$ cat config.mk
export PLATFORM = sky130hd
export DESIGN_NAME = irqc_regif
export DESIGN_NICKNAME = d
export VERILOG_FILES = /design/src/rtl/irqc_pkg.sv /design/src/rtl/irqc_init_seq.sv /design/src/rtl/irqc_op_dec.sv /design/src/rtl/irqc_rd_mux.sv /design/src/rtl/irqc_regif.sv
export SDC_FILE = /design/constraint.sdc
export NUM_CORES = 1
export LEC_CHECK = 0
export ABC_AREA = 1
export CAP_MARGIN = 20
export CORE_MARGIN = 2
export CORE_UTILIZATION = 35
export CTS_CLUSTER_DIAMETER = 60
export DETAILED_ROUTE_END_ITERATION = 6
export GPL_ROUTABILITY_DRIVEN = 0
export PLACE_DENSITY = 0.71
export SLEW_MARGIN = 0
export SYNTH_ARGS = -nofsm -noshare
export SYNTH_HDL_FRONTEND = slang
export SYNTH_SLANG_ARGS = --single-unit
$ cat constraint.sdc
create_clock -name clk -period 1.5 [get_ports clk]
set_input_delay 0.15 -clock clk [delete_from_list [all_inputs] [get_ports clk]]
set_output_delay 0.15 -clock clk [all_outputs]
set_load 0.05 [all_outputs]
$ cat src/rtl/irqc_pkg.sv
package irqc_pkg;
  localparam int DATA_W = 8;
  localparam int LINE_W = $clog2(DATA_W);

  typedef enum logic [1:0] {
    SEQ_IDLE = 2'd0,
    SEQ_BASE = 2'd1,
    SEQ_CHAIN = 2'd2,
    SEQ_OPT = 2'd3
  } seq_t;

  // Index of the highest set bit; 0 for an all-zero vector.
  function automatic logic [LINE_W-1:0] top_set(input logic [DATA_W-1:0] v);
    logic [LINE_W-1:0] r;
    r = '0;
    for (int i = 0; i < DATA_W; i++)
      if (v[i]) r = i[LINE_W-1:0];
    return r;
  endfunction
endpackage

$ cat src/rtl/irqc_init_seq.sv
module irqc_init_seq
  import irqc_pkg::*;
#(
  parameter bit IS_MASTER = 1'b1
) (
  input  logic              clk,
  input  logic              rst_n,
  input  logic              wr_en,
  input  logic              addr,
  input  logic [DATA_W-1:0] wdata,
  output logic [DATA_W-1:0] mask_q,
  output logic              edge_mode,
  output logic              cascade_mode,
  output logic [DATA_W-1:0] casc_bits,
  output logic [DATA_W-1:0] vec_base,
  output logic              auto_eoi
);
  localparam int BASE_LSB = LINE_W;

  seq_t              state;
  logic              want_opt;
  logic [DATA_W-1:0] chain_word;

  generate
    if (IS_MASTER) begin : g_master
      assign chain_word = wdata;
    end else begin : g_slave
      assign chain_word = {{(DATA_W-LINE_W){1'b0}}, wdata[LINE_W-1:0]};
    end
  endgenerate

  always_ff @(posedge clk or negedge rst_n) begin
    if (!rst_n) begin
      state        <= SEQ_IDLE;
      want_opt     <= 1'b0;
      mask_q       <= '0;
      edge_mode    <= 1'b0;
      cascade_mode <= 1'b0;
      casc_bits    <= '0;
      vec_base     <= '0;
      auto_eoi     <= 1'b0;
    end else if (wr_en) begin
      if (!addr) begin
        if (wdata[4]) begin
          state        <= SEQ_BASE;
          mask_q       <= '0;
          edge_mode    <= wdata[3];
          cascade_mode <= ~wdata[1];
          want_opt     <= wdata[0];
          if (!wdata[0]) auto_eoi <= 1'b0;
        end
      end else begin
        unique case (state)
          SEQ_IDLE: mask_q <= wdata;
          SEQ_BASE: begin
            vec_base <= {wdata[DATA_W-1:BASE_LSB], {BASE_LSB{1'b0}}};
            if (cascade_mode) begin
              state <= SEQ_CHAIN;
            end else begin
              casc_bits <= '0;
              state     <= SEQ_IDLE;
            end
          end
          SEQ_CHAIN: begin
            casc_bits <= chain_word;
            state     <= want_opt ? SEQ_OPT : SEQ_IDLE;
          end
          SEQ_OPT: begin
            auto_eoi <= wdata[1];
            state    <= SEQ_IDLE;
          end
          default: state <= SEQ_IDLE;
        endcase
      end
    end
  end
endmodule

$ cat src/rtl/irqc_op_dec.sv
module irqc_op_dec
  import irqc_pkg::*;
(
  input  logic              clk,
  input  logic              rst_n,
  input  logic              wr_en,
  input  logic              addr,
  input  logic [DATA_W-1:0] wdata,
  input  logic [DATA_W-1:0] isr_in,
  output logic              eoi_valid,
  output logic [LINE_W-1:0] eoi_line,
  output logic              sel_irr
);
  localparam logic [2:0] SUB_EOI_TOP  = 3'b001;
  localparam logic [2:0] SUB_EOI_LINE = 3'b011;

  logic op_wr, eoi_cmd, sel_cmd;
  assign op_wr   = wr_en && !addr && !wdata[4];
  assign eoi_cmd = op_wr && !wdata[3];
  assign sel_cmd = op_wr && wdata[3];

  always_ff @(posedge clk or negedge rst_n) begin
    if (!rst_n) begin
      eoi_valid <= 1'b0;
      eoi_line  <= '0;
      sel_irr   <= 1'b1;
    end else begin
      eoi_valid <= 1'b0;
      if (eoi_cmd) begin
        if (wdata[7:5] == SUB_EOI_TOP && |isr_in) begin
          eoi_valid <= 1'b1;
          eoi_line  <= top_set(isr_in);
        end else if (wdata[7:5] == SUB_EOI_LINE) begin
          eoi_valid <= 1'b1;
          eoi_line  <= wdata[LINE_W-1:0];
        end
      end
      if (sel_cmd && wdata[1]) sel_irr <= wdata[0];
    end
  end
endmodule

$ cat src/rtl/irqc_rd_mux.sv
module irqc_rd_mux
  import irqc_pkg::*;
(
  input  logic              rd_en,
  input  logic              addr,
  input  logic              sel_irr,
  input  logic [DATA_W-1:0] irr_in,
  input  logic [DATA_W-1:0] isr_in,
  input  logic [DATA_W-1:0] mask_q,
  output logic [DATA_W-1:0] rdata
);
  always_comb begin
    rdata = '0;
    if (rd_en) begin
      if (addr)         rdata = mask_q;
      else if (sel_irr) rdata = irr_in;
      else              rdata = isr_in;
    end
  end
endmodule

$ cat src/rtl/irqc_regif.sv
module irqc_regif
  import irqc_pkg::*;
#(
  parameter bit IS_MASTER = 1'b1
) (
  input  logic              clk,
  input  logic              rst_n,
  input  logic              wr_en,
  input  logic              rd_en,
  input  logic              addr,
  input  logic [DATA_W-1:0] wdata,
  output logic [DATA_W-1:0] rdata,
  input  logic [DATA_W-1:0] irr_in,
  input  logic [DATA_W-1:0] isr_in,
  output logic [DATA_W-1:0] mask_q,
  output logic              edge_mode,
  output logic              cascade_mode,
  output logic [DATA_W-1:0] casc_bits,
  output logic [DATA_W-1:0] vec_base,
  output logic              auto_eoi,
  output logic              eoi_valid,
  output logic [LINE_W-1:0] eoi_line
);
  logic sel_irr;

  irqc_init_seq #(.IS_MASTER(IS_MASTER)) u_seq (
    .clk(clk), .rst_n(rst_n), .wr_en(wr_en), .addr(addr), .wdata(wdata),
    .mask_q(mask_q), .edge_mode(edge_mode), .cascade_mode(cascade_mode),
    .casc_bits(casc_bits), .vec_base(vec_base), .auto_eoi(auto_eoi)
  );

  irqc_op_dec u_dec (
    .clk(clk), .rst_n(rst_n), .wr_en(wr_en), .addr(addr), .wdata(wdata),
    .isr_in(isr_in), .eoi_valid(eoi_valid), .eoi_line(eoi_line),
    .sel_irr(sel_irr)
  );

  irqc_rd_mux u_rd (
    .rd_en(rd_en), .addr(addr), .sel_irr(sel_irr), .irr_in(irr_in),
    .isr_in(isr_in), .mask_q(mask_q), .rdata(rdata)
  );
endmodule

After elaboration in Yosys (flattened, before gate mapping):

Cells that the tools add are included.

* register bits: 32
* output and inout bits: 39

* reductions and logical operators: 21
* bitwise logic cells: 2
* equality and inequality tests: 10
* muxes and demuxes: 29

Operators with widths (count)
* 2-to-1 mux 8 bit: 7
* 2-to-1 mux 3 bit: 6
* case mux 8 bit (2 select lines): 1
* 2-to-1 mux 2 bit: 6
* AND reduction 3 bit: 4
* 2-to-1 mux 1 bit: 8
* AND reduction 4 bit: 2
* OR reduction 8 bit: 1
* logical AND 1 bit: 6
* case mux 2 bit (3 select lines): 1
* nonzero test 2 bit: 3
* == test 2 bit, second input constant: 2
* != test 2 x 1 -> 1 bit, second input constant: 2
* != test 2 bit, second input constant: 2
* != test 4 x 1 -> 1 bit, second input constant: 1
* == test 3 x 1 -> 1 bit, second input constant: 1
* == test 3 x 2 -> 1 bit, second input constant: 1
* logical NOT 1 bit: 3
* == test 2 x 1 -> 1 bit, second input constant: 1
* logical NOT 2 bit: 1
* inverter 1 bit: 2
* AND reduction 2 bit: 1

Longest topological paths before layout:

Gate-level depths: netlist of run 1.

* word-level depth: 8
* depth in mapped cells: 9
* mapped depth without buffers: 9

Cells and area by module:

A second synthesis of run 1 with hierarchy kept.

* cells, all modules: 261
* area, all modules: 1855.5 µm²

By module, submodules not included
* irqc_init_seq: area each 1198.6 µm², sequential area each 675.6 µm², instances 1, cells an instance 143
* irqc_op_dec: area each 400.4 µm², sequential area each 126.4 µm², instances 1, cells an instance 58
* irqc_rd_mux: area each 256.5 µm², sequential area each 0.0 µm², instances 1, cells an instance 60

Least setup slack after synthesis of run 1:

OpenSTA, ideal clock, no wires.

* kind: reg-to-output
* from: register u_dec.sel_irr
* to: output rdata[0]
* stages on the path, launching flop included: 6
* arrival time: 1.247 ns
* slack: 0.103 ns
* buffers on the path: 1
* path through: dfstp_2 > buf_2 > nand2_1 > nand3_1 > o211ai_1 > inv_1

* longest elaborated chain between the ends: 3

RTL lines
* from (decl): RTL line irqc_op_dec.sv:12 `output logic sel_irr`
* from (signal assigned): RTL line irqc_op_dec.sv:38 `if (sel_cmd && wdata[1]) sel_irr <= wdata[0];`
* 2-to-1 mux 8 bit: RTL line irqc_rd_mux.sv:16 `else if (sel_irr) rdata = irr_in;`
* 2-to-1 mux 8 bit: RTL line irqc_rd_mux.sv:15 `if (addr) rdata = mask_q;`
* 2-to-1 mux 8 bit: RTL line irqc_rd_mux.sv:14 `if (rd_en) begin`
* to (decl): RTL line irqc_regif.sv:12 `output logic [DATA_W-1:0] rdata,`

Every way passes these cells.

Worst setup path after layout of run 1:

* from: register u_dec.sel_irr
* to: output rdata[2]

Same word-level chain as after synthesis.

==> results.yml, run 1 <==
routing:
  totalWireLength_mm: 4.61
  ant_nets: 0
  drt_iter0_markers: 112
  vias: 1682
  vias_per_cell: 4.79
  route.detailed.drc: 0
  wire_per_inst_microns: 13.1
  drt-pass1-iter-count: 5
worst_setup_path:
  critPathKind: "register to output pin"
  reg2reg_to: "u_seq.casc_bits[4]"
  crit_chain: "buf_12, inv_8, nand2_2, nand3_1, o211ai_1, inv_1, buf_12"
  path_buf_inv: 4
  regToRegSetupSlack_ps: 300
  arrival_ps: 1500
  reg2reg_depth: 5
  crit_top_cell: "buf_12"
  cp_max_fo: 5
  cp_slowest_stage_delay_ps: 580
  r2r_start: "u_seq.state[1]"
  crit_required_ps: 1350
  critPathTopFamily: "flip-flops"
  slowest_stage: "dfstp_2"
  endpoint_kind: "output pin"
  start_kind: "register"
logic_synthesis:
  synth_edf_count: 0
  avgSynthCellArea_sq_um: 7.83
  yosys.area.top_type: "dfrtp_1"
  synth_flop_cell: "dfrtp_1"
  seq_area_frac_synth_pct: 47.7
  synth_area_leaders: "dfrtp_1 46%, nand2_1 10%, inv_1 8.3%"
  async_flop_share_pct: 100
  yosys_warnings: 0
  yosys_register_bits: 32
  synth.cell_area_sq_um: 1680
  ys_types: 27
  syn_inst: 215
  synth_top_area_share_pct: 46.1
floorplan:
  ioPinCount: 68
  die_h_microns: 73.3
  rows: 25
  start_util_pct: 35.9
  dieWidth_microns: 73.3
  fp.dieArea_sq_um: 5380
  core_sq_um: 4690
outcome:
  status: "finished with violations"
  violations: "negative setup slack"
timing:
  setup_viol_count_final: 8
  post-route-period-util_pct: 110
  finalCriticalPeriod_ps: 1650
  fin_skew_ps: 11.5
  slew_viol_final: 0
  max_freq_mhz: 606
  hold_viol_final: 0
  rsz0062_at_grt: "true"
  fin_ws_ps: -149
pwr:
  p_leak_nw: 1.35
  p_int_w: 0.00258
  p_sw_share_pct: 47.6
  peakVddDrop_mv: 0.947
  clkPwrFrac_pct: 16.5
  powerDensity_nw_per_um2: 1870
  combPwrFrac_pct: 54.7
  seq_power_share_pct: 28.8
  switching_power_w: 0.00235
clock_tree:
  cts_sinks: 32
  clk_root_buffer_cell: "clkbuf_8"
  cts.path.max_buffers: 2
  clkTransAtPathRegs_ps: 70
  clkLatencyLatePin_ps: 280
  h-tree-depth: 2
  cts-buffers-inserted: 5
  ctsHoldBuffers: 0
  cts_tree: "yes"
global_routing:
  grt_max_degree: 33
  track_usage_pct: 17.9
  overflow: 0
  grt_pass1_wl_mm: 7.39
  first_global_vias: 1571
  antenna_found_initial: 0
cells_and_area:
  design_area_sq_um: 2640
  seq_area_sq_um: 802
  diodes: 0
  fill_cells: 425
  nets: 325
  final_cells: 351
  multiInputGateArea_sq_um: 702
  area_growth_pct: 56.7
  final_layout_size_suffix_gt1_share_pct: 27.3
placement:
  dp.cells: 338
  placedInstanceArea_sq_um: 2450
  dp_hpwl_mm: 3.50
  port-buffer-count: 64
  place_ws_ps: -13.1
min_path:
  hold_class: "primary input to async pin"
job:
  maxCapViolCount: 0
power groups by stage:
stage	sequential, W	clock (W)	combinational [W]
after floorplan	0.00244	0	0.000681
after global placement	0.00145	0	0.00257
after detailed placement	0.00145	0	0.00259
after CTS	0.00142	0.000818	0.00268
after global routing	0.00146	0.000860	0.00286
final	0.00142	0.000811	0.00269
state kept, by name, summed over array words and instances (netlist names), 2 cells and up:
name and cells:
u_seq.casc_bits 8, u_seq.mask_q 8, u_seq.state 2, u_seq.vec_base 5
u_dec.eoi_line 3
Yosys cell counts (3+ instances only):
library cell	n
nand2_1	46
inv_2	3
nor2_2	4
buf_4	3
nand3_1	10
o21ai_1	8
o21ai_0	23
a21oi_1	7
nor2_1	12
dfrtp_1	31
o22ai_1	12
inv_1	37
cells in the final DEF, fill, tap and decap left out, types with 2 or more instances in the layout:
| master | instances |
|---|---|
| buf_12 | 10 |
| conb_1 | 3 |
| nand2_4 | 2 |
| buf_4 | 40 |
| nand2_2 | 5 |
| o21ai_2 | 2 |
| clkbuf_8 | 5 |
| clkdlybuf4s50_1 | 28 |
| nand3_1 | 9 |
| nand2_1 | 43 |
| nor2_2 | 4 |
| o22ai_1 | 12 |
| nor2_1 | 12 |
| o21ai_0 | 13 |
| o211ai_1 | 2 |
| nand3_2 | 2 |
| inv_2 | 3 |
| o21ai_1 | 16 |
| inv_1 | 36 |
| a21oi_1 | 7 |
| dfrtp_1 | 31 |
repair_timing:
| item | in CTS | in global routing |
|---|---|---|
| pin swaps | 2 | 2 |
| hold endpoints to repair | 0 | 0 |
| setup buffers | 4 | 1 |
| setup endpoints to repair | 8 | 8 |
| resized for setup | 13 | 9 |
metrics by stage:
| stage | util (%) | hold WS, ps | setup TNS (ps) | power, W |
|---|---|---|---|---|
| 6_report | 56.2 | 266 | -772 | 0.00493 |
| 5_1_grt | 56.2 | 299 | -1450 | 0.00518 |
| 4_1_cts | 55.5 | 283 | -672 | 0.00492 |
| 3_5_place_dp | 52.2 | 476 | -32.5 | 0.00404 |
| 3_3_place_gp | 52.2 | 474 | -25.3 | 0.00401 |
| 2_1_floorplan | - | -146 | 0 | 0.00312 |
worst max-delay path by stage:
stage / end / slack [ps] / startpoint / cells after the start
4_1_cts: rdata[2] / -110 / u_dec.sel_irr / 7
6_report: rdata[2] / -150 / u_dec.sel_irr / 7
2_1_floorplan: rdata[0] / 100 / u_dec.sel_irr / 5
3_5_place_dp: rdata[3] / -10 / addr / 6
5_1_grt: rdata[2] / -210 / u_dec.sel_irr / 7
3_3_place_gp: rdata[5] / -20 / addr / 6
kinds of logic (layout without fill, tap and decap cells):
family	Yosys count	count (layout)	share of synthesized area (%)
AND/OR/NAND/NOR	81	81	22.2
AO/OA/AOI/OAI	53	53	17.6
buffers and inverters	48	128	12.3
flip-flops	32	32	47.7
other	1	3	0.223
routing by layer:
layer	track usage, %	share of wire (%)	up-vias
met5	0	0	-
met1	23.7	44	778
met3	6.17	6.6	4
li1	-	-	851
met4	3.84	0.78	0
met2	28.6	48	49
layout make-up:
| cell class | instances | area share [%] |
|---|---|---|
| Sequential cell | 32 | 30.4 |
| Timing Repair Buffer | 79 | 30.0 |
| Multi-Input combinational cell | 137 | 26.6 |
| Inverter | 41 | 6.31 |
| Clock buffer | 6 | 2.75 |
| Tap cell | 54 | 2.56 |
| Clock inverter | 2 | 1.33 |
No activity file was read; power rests on OpenSTA's default activity.
==> inputs of run 2 (changes only) <==
--- a/config.mk
+++ b/config.mk
@@ -12,7 +12,7 @@
 export CTS_CLUSTER_DIAMETER = 60
 export DETAILED_ROUTE_END_ITERATION = 6
 export GPL_ROUTABILITY_DRIVEN = 0
-export PLACE_DENSITY = 0.71
+export PLACE_DENSITY_LB_ADDON = 0.2
 export SLEW_MARGIN = 0
 export SYNTH_ARGS = -nofsm -noshare
 export SYNTH_HDL_FRONTEND = slang
==> run 2 against run 1 <==
The run still ends with negative setup slack left; sequential cell count unchanged; maximum frequency is 1.3% higher; clock power increased by 0.7%; first-iteration DRC count shrank 25%; sequential power hardly changed; largest power group unchanged.
==> results.yml, run 2 (synthesized netlist as in run 1, its figures left out) <==
worst_setup_path:
  regToRegSetupSlack_ps: 310
  crit_required_ps: 1350
  reg2reg_depth: 5
  reg2reg_to: "u_seq.mask_q[1]"
  r2r_start: "u_seq.state[0]"
  arrival_ps: 1480
  endpoint_kind: "output pin"
  critPathKind: "register to output pin"
  start_kind: "register"
  cp_max_fo: 11
routing:
  drt_iter0_markers: 84
  ant_nets: 0
  vias: 1662
  drt-pass1-iter-count: 4
  wire_per_inst_microns: 13.3
  totalWireLength_mm: 4.64
  vias_per_cell: 4.76
  route.detailed.drc: 0
pwr:
  peakVddDrop_mv: 0.829
  p_leak_nw: 1.33
  seq_power_share_pct: 29.2
  p_sw_share_pct: 47.7
  p_int_w: 0.00256
  powerDensity_nw_per_um2: 1880
  switching_power_w: 0.00233
  clkPwrFrac_pct: 16.7
  combPwrFrac_pct: 54.0
floorplan:
  fp.dieArea_sq_um: 5380
  start_util_pct: 35.9
  dieWidth_microns: 73.3
  die_h_microns: 73.3
  ioPinCount: 68
  rows: 25
  core_sq_um: 4690
cells_and_area:
  diodes: 0
  layout_commonest_cell: "nand2_1"
  area_growth_pct: 54.9
  final_cell_mix: "46 x nand2_1, 38 x buf_4, 37 x inv_1, 31 x dfrtp_1, 28 x clkdlybuf4s50_1"
  nets: 323
  final_layout_size_suffix_gt1_share_pct: 24.7
  reg_top3: "u_seq.casc_bits (8), u_seq.mask_q (8), u_seq.vec_base (5)"
timing:
  hold_viol_final: 0
  finalSetupTns_ps: -676
  max_freq_mhz: 615
  slew_viol_final: 0
  fin_ws_ps: -127
  finalCriticalPeriod_ps: 1630
  post-route-period-util_pct: 108
  setup_viol_count_final: 8
  rsz0062_at_grt: "true"
  fin_skew_ps: 5.34
clock_tree:
  cts-buffers-inserted: 5
  clk_root_buffer_cell: "clkbuf_8"
  cts.path.max_buffers: 2
  clkLatencyLatePin_ps: 280
  cts_tree: "yes"
  ctsHoldBuffers: 0
  cts_sinks: 32
  h-tree-depth: 2
  clkTransAtPathRegs_ps: 70
placement:
  port-buffer-count: 64
  dp_hpwl_mm: 3.59
  place_ws_ps: -56.9
global_routing:
  track_usage_pct: 18.8
  antenna_found_initial: 0
  grt_pass1_wl_mm: 7.54
  grt_max_degree: 33
  first_global_vias: 1636
  overflow: 0
outcome:
  violations: "negative setup slack"
  status: "finished with violations"
job:
  maxCapViolCount: 0
min_path:
  hold_class: "primary input to async pin"
==> run 2: cell count changes in the layout (fill, tap and decap cells not counted), sizes merged <==
cell  previous run  this run
buf             51        49
==> run 2: cell type report <==
type                       instances  area (sq um)
fill                             447          2080
clock buffer                       6          72.6
multi-input combinational        137           686
clock inverter                     2          35.0
sequential                        32           802
tap                               54          67.6
inverter                          41           159
timing repair buffer              77           786
==> run 2: power by group through the flow <==
stage          registers (W)  logic, W  clock network, W
6_report             0.00143   0.00264          0.000817
4_1_cts              0.00143   0.00264          0.000838
3_3_place_gp         0.00145   0.00256                 0
3_5_place_dp         0.00146   0.00259                 0
2_1_floorplan        0.00244  0.000681                 0
5_1_grt              0.00147   0.00281          0.000893
==> run 2: how the worst max path moves through the flow <==
stage	depth (start not counted)	endpoint	slack, ps	startpoint
CTS	6	rdata[2]	-150	u_dec.sel_irr
global route	6	rdata[0]	-200	u_dec.sel_irr
global placement	6	rdata[4]	-50	addr
detailed placement	6	rdata[4]	-60	addr
floorplan	5	rdata[0]	100	u_dec.sel_irr
finish	6	rdata[0]	-130	u_dec.sel_irr
==> run 2: what timing repair did <==
| item | in CTS | in global routing |
|---|---|---|
| buffers inserted | 2 | 1 |
| hold endpoints to repair | 0 | 0 |
| resized for setup | 7 | 3 |
| endpoints found under the setup margin | 8 | 8 |
==> run 2: routing by layer <==
| metal | share of wire [%] | wire length, microns | GRT usage [%] | vias to the layer above |
|---|---|---|---|---|
| li1 | - | - | - | 842 |
| met1 | 45 | 2100 | 25.8 | 754 |
| met2 | 47 | 2200 | 27.9 | 60 |
| met3 | 6.1 | 281 | 5.35 | 6 |
| met4 | 1.4 | 65 | 7.27 | 0 |
| met5 | 0 | 0 | 0 | - |
==> run 2: through the flow <==
stage               cell area, sq um  utilization (%)  cells  hold slack (ps)  power, W
global route                    2610             55.6    349              226   0.00517
floorplan                       1690                -    217             -146   0.00312
finish                          2610             55.6    349              215   0.00489
CTS                             2600             55.3    348              220   0.00492
detailed placement              2460             52.5    338              474   0.00405
global placement                2460             52.5    338              472   0.00401
==> run 2: worst max-delay path, cell delays in order, from the launching register on <==
cell      delay (ps)
dfstp_2          580
buf_12           130
nand2_1           50
nand3_1           70
o211ai_1         110
inv_1            110
buf_12           140
==> inputs of run 3 (changes only) <==
--- a/config.mk
+++ b/config.mk
@@ -13,6 +13,7 @@
 export DETAILED_ROUTE_END_ITERATION = 6
 export GPL_ROUTABILITY_DRIVEN = 0
 export PLACE_DENSITY_LB_ADDON = 0.2
+export SETUP_SLACK_MARGIN = 0.3
 export SLEW_MARGIN = 0
 export SYNTH_ARGS = -nofsm -noshare
 export SYNTH_HDL_FRONTEND = slang
==> run 3 against run 2 <==
The run still ends with negative setup slack left; via count grew 1.7%; combinational power is 5% higher; hold slack improved by 12 ps; maximum frequency is 0.61% higher; final area rose by 5.4%; worst setup slack gained 9.9 ps; total power up 3.0%; clock-buffer cell count decreased by 1; sequential share of layout area shrank 1.3 points; non-clock buffer count grew 2; sequential power is essentially flat; die area unchanged; largest cell class is now buffers.
==> results.yml, run 3 (synthesized netlist as in run 1, its figures left out) <==
placement:
  dp_hpwl_mm: 3.59
  port-buffer-count: 64
  dp.cells: 336
  placedInstanceArea_sq_um: 2450
routing:
  route.detailed.drc: 0
  vias: 1691
  drt_iter0_markers: 59
  totalWireLength_mm: 4.77
  wire_per_inst_microns: 13.6
  ant_nets: 0
  vias_per_cell: 4.82
  drt-pass1-iter-count: 4
worst_setup_path:
  start_kind: "register"
  arrival_ps: 1470
  critPathKind: "register to output pin"
  cp_max_fo: 4
  endpoint_kind: "output pin"
  crit_required_ps: 1350
timing:
  setup_viol_count_final: 8
  finalCriticalPeriod_ps: 1620
  hold_ws_ps: 227
  max_freq_mhz: 618
  fin_ws_ps: -117
  hold_viol_final: 0
  slew_viol_final: 0
  post-route-period-util_pct: 108
  fin_skew_ps: 4.24
  rsz0062_at_grt: "true"
  finalSetupTns_ps: -780
pwr:
  seq_power_share_pct: 29.0
  p_leak_nw: 1.38
  p_sw_share_pct: 47.9
  clkPwrFrac_pct: 16.3
  p_int_w: 0.00262
  switching_power_w: 0.00241
  peakVddDrop_mv: 0.965
  combPwrFrac_pct: 54.7
  powerDensity_nw_per_um2: 1830
cells_and_area:
  final_cells: 351
  design_area_sq_um: 2750
  area_growth_pct: 63.3
  diodes: 0
  nets: 325
  final_layout_size_suffix_gt1_share_pct: 39.4
  utilization_pct: 58.6
  layout_commonest_cell: "buf_4"
  final_cell_mix: "36 x buf_4, 33 x nand2_1, 28 x inv_1, 24 x clkdlybuf4s50_1, 24 x dfrtp_1"
  reg_top3: "u_seq.casc_bits (8), u_seq.mask_q (8), u_seq.vec_base (5)"
floorplan:
  die_h_microns: 73.3
  dieWidth_microns: 73.3
  core_sq_um: 4690
  start_util_pct: 35.9
  ioPinCount: 68
  fp.dieArea_sq_um: 5380
  rows: 25
global_routing:
  track_usage_pct: 17.5
  overflow: 0
  first_global_vias: 1625
  antenna_found_initial: 0
  grt_max_degree: 33
  grt_pass1_wl_mm: 7.33
clock_tree:
  cts_tree: "yes"
  cts.path.max_buffers: 2
  cts_sinks: 32
  clkTransAtPathRegs_ps: 70
  h-tree-depth: 2
  clk_root_buffer_cell: "clkbuf_8"
  cts-buffers-inserted: 5
  clkLatencyLatePin_ps: 280
  ctsHoldBuffers: 0
min_path:
  hold_class: "primary input to async pin"
outcome:
  status: "finished with violations"
  violations: "negative setup slack"
job:
  maxCapViolCount: 0
## run 3: metrics by stage
| step | power (W) | setup WS, ps |
|---|---|---|
| after floorplan | 0.00315 | 259 |
| after global placement | 0.00404 | -41.7 |
| after detailed placement | 0.00406 | -110 |
| after CTS | 0.00497 | -109 |
| after global routing | 0.00527 | -191 |
| final | 0.00504 | -117 |
## run 3: what timing repair did
| item | CTS | global route |
|---|---|---|
| setup endpoints to repair | 19 | 22 |
| pin swaps | 5 | 9 |
| buffers inserted | 6 | 1 |
| resized for setup | 14 | 37 |
## run 3: final cells by class
| class | count | area (sq um) |
|---|---|---|
| inverters | 41 | 159 |
| fillers | 433 | 1940 |
| flip-flops and latches | 32 | 811 |
| clock inverters | 3 | 42.5 |
| multi-input cells | 137 | 787 |
| well taps | 54 | 67.6 |
| clock buffers | 5 | 68.8 |
| repair buffers | 79 | 813 |
## run 3: power by group through the flow
stage / combinational (W) / sequential, W / clock, W
6_report: 0.00276 / 0.00146 / 0.000821
5_1_grt: 0.00291 / 0.00150 / 0.000869
4_1_cts: 0.00269 / 0.00144 / 0.000834
3_5_place_dp: 0.00259 / 0.00147 / 0
3_3_place_gp: 0.00258 / 0.00146 / 0
2_1_floorplan: 0.000700 / 0.00245 / 0
## run 3: final timing paths
path                                        start            endpoint  slack, ps  cells after the start
worst min register to register  u_seq.vec_base[7]   u_seq.vec_base[7]        490                      2
min in group clk                         wdata[5]   u_seq.vec_base[5]        250                      3
worst max-delay path                u_dec.sel_irr            rdata[1]       -120                      7
worst max register to register     u_seq.state[1]  u_seq.casc_bits[2]        370                      4
worst min-delay path                        rst_n     u_dec.eoi_valid        230                      2
max in group asynchronous                   rst_n       u_dec.sel_irr       1030                      2
## run 3: worst max-delay path: stages (launching register included)
cell and delay [ps]:
dfstp_2 580, buf_6 120, buf_6 90, nand2_2 30, o21ai_1 60, o21ai_1 90
inv_2 80, buf_12 130
## run 3: metal layers
layer  GRT usage [%]  up-vias  routed length (microns)  share of wire, %
li1                -      853                        -                 -
met1            24.1      780                     2230                47
met2            27.6       50                     2240                47
met3            3.29        8                      226               4.7
met4            6.06        0                       85               1.8
met5               0        -                        0                 0
